`src/rtl/hs_pkg.sv`:
```
`timescale 1ns/1ps
package hs_pkg;
   typedef enum logic [1:0] {
      RDY_IDLE   = 2'd0,
      RDY_OPEN   = 2'd1,
      RDY_SWITCH = 2'd2
   } rdy_state_t;

   typedef enum logic {
      ACK_WAIT = 1'b0,
      ACK_HELD = 1'b1
   } ack_state_t;

   localparam int unsigned SYNC_MIN_STAGES = 2;
   localparam int unsigned N_ASYNC_IN      = 3;
   localparam int unsigned IDX_REQ         = 0;
   localparam int unsigned IDX_STB         = 1;
   localparam int unsigned IDX_EOE         = 2;
endpackage

```
`src/rtl/hs_sync.sv`:
```
`timescale 1ns/1ps
module hs_sync #(
   parameter int unsigned WIDTH  = 3,
   parameter int unsigned STAGES = 2
) (
   input  logic             clk,
   input  logic             rst_n,
   input  logic [WIDTH-1:0] d_async,
   output logic [WIDTH-1:0] q
);
   logic [STAGES-1:0][WIDTH-1:0] chain;

   always_ff @(posedge clk or negedge rst_n) begin
      if (!rst_n) chain <= '0;
      else        chain <= {chain[STAGES-2:0], d_async};
   end

   assign q = chain[STAGES-1];
endmodule

```
`src/rtl/hs_ready_ctrl.sv`:
```
`timescale 1ns/1ps
module hs_ready_ctrl
   import hs_pkg::*;
(
   input  logic clk,
   input  logic rst_n,
   input  logic req_eff,
   input  logic eoe_s,
   input  logic buf_done,
   output logic ready
);
   rdy_state_t state, state_nx;
   logic       eoe_q;
   logic       eoe_rise;

   always_ff @(posedge clk or negedge rst_n) begin
      if (!rst_n) eoe_q <= 1'b0;
      else        eoe_q <= eoe_s;
   end

   assign eoe_rise = eoe_s & ~eoe_q;

   always_comb begin
      state_nx = state;
      if (eoe_rise) begin
         state_nx = RDY_SWITCH;
      end else begin
         unique case (state)
            RDY_IDLE:   if (req_eff)  state_nx = RDY_OPEN;
            RDY_OPEN:   if (!req_eff) state_nx = RDY_IDLE;
            RDY_SWITCH: if (buf_done) state_nx = RDY_IDLE;
            default:    state_nx = RDY_IDLE;
         endcase
      end
   end

   always_ff @(posedge clk or negedge rst_n) begin
      if (!rst_n) state <= RDY_IDLE;
      else        state <= state_nx;
   end

   assign ready = (state == RDY_OPEN);
endmodule

```
`src/rtl/hs_ack_ctrl.sv`:
```
`timescale 1ns/1ps
module hs_ack_ctrl
   import hs_pkg::*;
(
   input  logic clk,
   input  logic rst_n,
   input  logic stb_s,
   input  logic ready,
   output logic ack,
   output logic capture
);
   ack_state_t state;
   logic       take;

   assign take = (state == ACK_WAIT) && stb_s && ready;

   always_ff @(posedge clk or negedge rst_n) begin
      if (!rst_n) begin
         state   <= ACK_WAIT;
         capture <= 1'b0;
      end else begin
         capture <= take;
         unique case (state)
            ACK_WAIT: if (take)   state <= ACK_HELD;
            ACK_HELD: if (!stb_s) state <= ACK_WAIT;
            default:  state <= ACK_WAIT;
         endcase
      end
   end

   assign ack = (state == ACK_HELD);
endmodule

```
`src/rtl/daq_strobe_handshake.sv`:
```
`timescale 1ns/1ps
module daq_strobe_handshake
   import hs_pkg::*;
#(
   parameter int unsigned SYNC_STAGES   = 2,
   parameter bit          ACTIVE_LOW_IN = 1'b0,
   parameter int unsigned CLK_PERIOD_NS = 20,
   parameter int unsigned MIN_EOE_NS    = 50
) (
   input  logic clk,
   input  logic rst_n,
   input  logic req_in,
   input  logic perm_req,
   input  logic strobe_in,
   input  logic eoe_in,
   input  logic buf_done,
   output logic ready,
   output logic ack,
   output logic capture
);
   localparam int unsigned EOE_CYCLES = MIN_EOE_NS / CLK_PERIOD_NS;

   generate
      if (SYNC_STAGES < SYNC_MIN_STAGES) begin : g_bad_sync
         $error("daq_strobe_handshake: SYNC_STAGES must be at least 2");
      end
      if (EOE_CYCLES < 2) begin : g_bad_clk
         $error("daq_strobe_handshake: clock too slow to resolve minimum end-of-event width");
      end
   endgenerate

   logic [N_ASYNC_IN-1:0] raw_in;
   logic [N_ASYNC_IN-1:0] pol_in;
   logic [N_ASYNC_IN-1:0] sync_in;
   logic                  req_eff;

   assign raw_in[IDX_REQ] = req_in;
   assign raw_in[IDX_STB] = strobe_in;
   assign raw_in[IDX_EOE] = eoe_in;

   generate
      if (ACTIVE_LOW_IN) begin : g_pol_low
         assign pol_in = ~raw_in;
      end else begin : g_pol_high
         assign pol_in = raw_in;
      end
   endgenerate

   hs_sync #(
      .WIDTH  (N_ASYNC_IN),
      .STAGES (SYNC_STAGES)
   ) i_sync (
      .clk     (clk),
      .rst_n   (rst_n),
      .d_async (pol_in),
      .q       (sync_in)
   );

   assign req_eff = perm_req | sync_in[IDX_REQ];

   hs_ready_ctrl i_ready (
      .clk      (clk),
      .rst_n    (rst_n),
      .req_eff  (req_eff),
      .eoe_s    (sync_in[IDX_EOE]),
      .buf_done (buf_done),
      .ready    (ready)
   );

   hs_ack_ctrl i_ack (
      .clk     (clk),
      .rst_n   (rst_n),
      .stb_s   (sync_in[IDX_STB]),
      .ready   (ready),
      .ack     (ack),
      .capture (capture)
   );
endmodule

```
`config.mk`:
```
export PLATFORM = sky130hd
export DESIGN_NAME = daq_strobe_handshake
export DESIGN_NICKNAME = d
export VERILOG_FILES = /design/src/rtl/hs_pkg.sv /design/src/rtl/hs_sync.sv /design/src/rtl/hs_ready_ctrl.sv /design/src/rtl/hs_ack_ctrl.sv /design/src/rtl/daq_strobe_handshake.sv
export SDC_FILE = /design/constraint.sdc
export NUM_CORES = 1
export LEC_CHECK = 0
export BUFFER_PORTS_ARGS = -buffer_cell sky130_fd_sc_hd__buf_2
export CORE_AREA = 5 5 42 44
export CTS_CLUSTER_DIAMETER = 200
export CTS_CLUSTER_SIZE = 28
export DETAILED_ROUTE_END_ITERATION = 7
export DIE_AREA = 0 0 47 49
export PLACE_DENSITY_LB_ADDON = 0.15
export SLEW_MARGIN = 20
export SYNTH_ARGS = -nofsm -noshare
export SYNTH_HDL_FRONTEND = slang
export SYNTH_SLANG_ARGS = --single-unit
```
`constraint.sdc`:
```
create_clock -name clk -period 0.8 [get_ports clk]
set_input_delay 0.04 -clock clk [delete_from_list [all_inputs] [get_ports clk]]
set_output_delay 0.04 -clock clk [all_outputs]
set_load 0.1 [all_outputs]
```
==> impl_metrics.json <==
{
  "total_power_mw": 1.28,
  "r2r_setup_slack_ns": -0.25,
  "grt_start_max_net_pins": 12,
  "global_route.usage.total_pct": 7.22,
  "failed_checks": "setup timing",
  "fin_ws_ns": -0.253,
  "proportion_of_register_bits_with_asynchronous_set_or_reset_after_synthesis_pct": 100,
  "max_cap_violations": 0,
  "worstPathCellList": "nor2b_4 > buf_12",
  "htree_levels": 1,
  "cpMaxStageDelayCell": "sky130_fd_sc_hd__dfrtp_1",
  "synth_fp_nets": 25,
  "grt_first_pass_wirelength_um": 1150,
  "hold_removal_path_class": "input pin to register",
  "rows": 14,
  "combined_area_of_all_synthesized_cells_um2": 328,
  "worst_ep_arrival_time_ns": 1.01,
  "crit_type": "register to primary output",
  "drc_errors": 0,
  "place_congestion": 0.585,
  "yosys_register_bits": 11,
  "post_synth_top_area_share_pct": 84.0,
  "finalCritPeriodShare_pct": 132,
  "ys_dominant_reg_cell": "sky130_fd_sc_hd__dfrtp_1",
  "design.final.nets": 49,
  "synth.avg_cell_area_um2": 18.2,
  "ff_latch_area_um2": 277,
  "worst_clock_skew_ns": 0.00139,
  "synthTopCellsByCount": "sky130_fd_sc_hd__dfrtp_1, sky130_fd_sc_hd__inv_1",
  "tightestPinTransition_ns": 0.236,
  "ys.warnings.count": 0,
  "detailedPlace.worstSlack_ns": -0.0198,
  "area_of_the_multi_input_gates_um2": 68.8,
  "io_pins": 10,
  "vdd_drop_max_uv": 1010,
  "floorplan.die_area_um2": 2300,
  "n_fill_cell": 135,
  "clock_slew_seen_by_the_registers_of_the_worst_setup_and_hold_paths_ns": 0.07,
  "critPathMaxStageDelay_ns": 0.41,
  "yosysMostFrequentCell": "sky130_fd_sc_hd__dfrtp_1",
  "number_of_global_route_vias_before_repair": 263,
  "power.density_cell_area_nw_per_um2": 2200,
  "viasPerCell": 4.00,
  "finish.cell_count_without_fillers": 57,
  "dp_cells": 43,
  "clockRootBuffer": "sky130_fd_sc_hd__clkbuf_4",
  "clock_tree.buffer_depth": 2,
  "share_of_final_layout_standard_cells_stronger_than_drive_strength_1_pct": 51.2,
  "die-width_um": 47,
  "wl_um": 621,
  "clk_lat_worst_skew_ns": 0.26,
  "syn-instance-count": 18,
  "cts_tree": "built",
  "fmax_mhz": 950,
  "grt_setup_unrepaired": "true",
  "cp_max_fo": 2,
  "fp.coreArea_um2": 1400,
  "startpoint_type": "register",
  "timing.final.crit_period_ns": 1.05,
  "floorplan.initialDensity_pct": 23.4,
  "setup-violations-final": 7,
  "timing.critical_path.to_type": "primary output",
  "post_synth_top_area_cell": "sky130_fd_sc_hd__dfrtp_1",
  "post_synth_main_area_contributors": "sky130_fd_sc_hd__dfrtp_1, sky130_fd_sc_hd__o221a_1, sky130_fd_sc_hd__and3b_1, sky130_fd_sc_hd__nor2b_2, sky130_fd_sc_hd__o32ai_1",
  "avgRoutedWirePerCell_um": 10.9,
  "final_number_of_hold_violating_endpoints": 0,
  "final_max_slew_viol_count": 0,
  "dieHeight_um": 49,
  "n_antenna_cell": 0,
  "synth_cell_types": 7,
  "antenna_violations_before_repair": 0,
  "relSlewSlack_pct": 84.3,
  "initialDrtViolationCount": 0,
  "global_route_overflow": 0,
  "cts_sinks": 11,
  "run_status": "complete, but fails checks",
  "synth_enable_flop_cells": 0,
  "postRouteAntennaNets": 0,
  "flow.area_growth_from_synthesis_pct": 77.9,
  "io_buffer_count": 9,
  "portion_of_the_post_synthesis_area_used_by_sequential_elements_pct": 84.0,
  "drt-pass1-iter-count": 1,
  "detailroute.via_count": 228,
  "cts-buffers-inserted": 3,
  "worst-endpoint-required_ns": 0.76,
  "p_leak_nw": 0.274
}
logic make-up after synthesis:
family	after synthesis	share of synthesized area [%]
and+or+nand+nor	2	5.34
DFF	11	84.0
buffers and inverters	2	2.29
AOI/OAI and AO/OA	3	8.40
final cells by class:
class                   count  area share (%)
multi-input cells           5            11.8
well taps                  16            3.43
flip-flops and latches     11            47.4
repair buffers             19            31.1
inverters                   2            1.72
clock buffers               4            4.51
power breakdown:
group	total [mW]	leakage [nW]	switching [mW]	internal, mW
sequential	0.615	0.132	0.0224	0.592
combinational	0.292	0.128	0.155	0.137
clock	0.376	0.0150	0.183	0.193
placed cells by master, fill, tap and decap left out, types with 3 or more instances in the layout:
cell type,instances
sky130_fd_sc_hd__buf_4,4
sky130_fd_sc_hd__buf_12,3
sky130_fd_sc_hd__dlygate4sd3_1,5
sky130_fd_sc_hd__clkbuf_4,3
sky130_fd_sc_hd__buf_2,6
sky130_fd_sc_hd__dfrtp_1,10
registers in the layout, indices dropped and copies added, names as in the netlist:
name / cells
i_sync.q: 3
i_ack.ack: 1
i_ack.capture: 1
i_ready.eoe_q: 1
i_ready.state: 2
i_sync.chain: 3
through the flow:
step / util [%] / area (µm²) / hold WS, ns / TNS (ns)
6_report: 41.6 / 583 / 0.0543 / -1.02
2_1_floorplan: - / 334 / -0.256 / -1.05
3_5_place_dp: 31.7 / 444 / -0.0797 / -0.0198
5_1_grt: 41.6 / 583 / 0.0602 / -1.29
3_3_place_gp: 31.7 / 444 / -0.0894 / 0
4_1_cts: 38.8 / 543 / 0.0479 / -0.776
metal layers:
layer	routed length (µm)	share of wire (%)	global-route usage, %
met1	214	34	7.83
met2	337	54	11.1
met3	54	8.7	2.21
met4	15	2.4	5.53
met5	0	0	0
worst paths after layout:
kind	startpoint	to	depth (start not counted)
worst max-delay path	i_ready.state[1]$_DFFE_PN0P_	ready	2
worst min-delay path	perm_req	i_ready.state[0]$_DFFE_PN0P_	2
worst max register to register	i_ready.state[0]$_DFFE_PN0P_	i_ack.ack$_DFF_PN0_	4
worst min register to register	i_sync.chain[0]$_DFF_PN0_	i_sync.q[0]$_DFF_PN0_	0
max in group asynchronous	rst_n	i_ack.ack$_DFF_PN0_	2
min in group asynchronous	rst_n	i_sync.q[1]$_DFF_PN0_	2
timing repair:
item / in CTS / in global routing
hold endpoints to repair: 15 / 0
buffers inserted: 2 / 3
cloned: 0 / 0
pin swaps: 1 / 2
resized for setup: 1 / 4
setup endpoints to repair: 6 / 6
hold buffers: 5 / 0
worst max-delay path, delay by kind of cell, from the launching register on:
family                 cells  cell delay [ns]
buffers and inverters      1             0.18
flip-flops                 1             0.41
AND/OR/NAND/NOR            1             0.15
No activity file was read; power rests on OpenSTA's default activity.
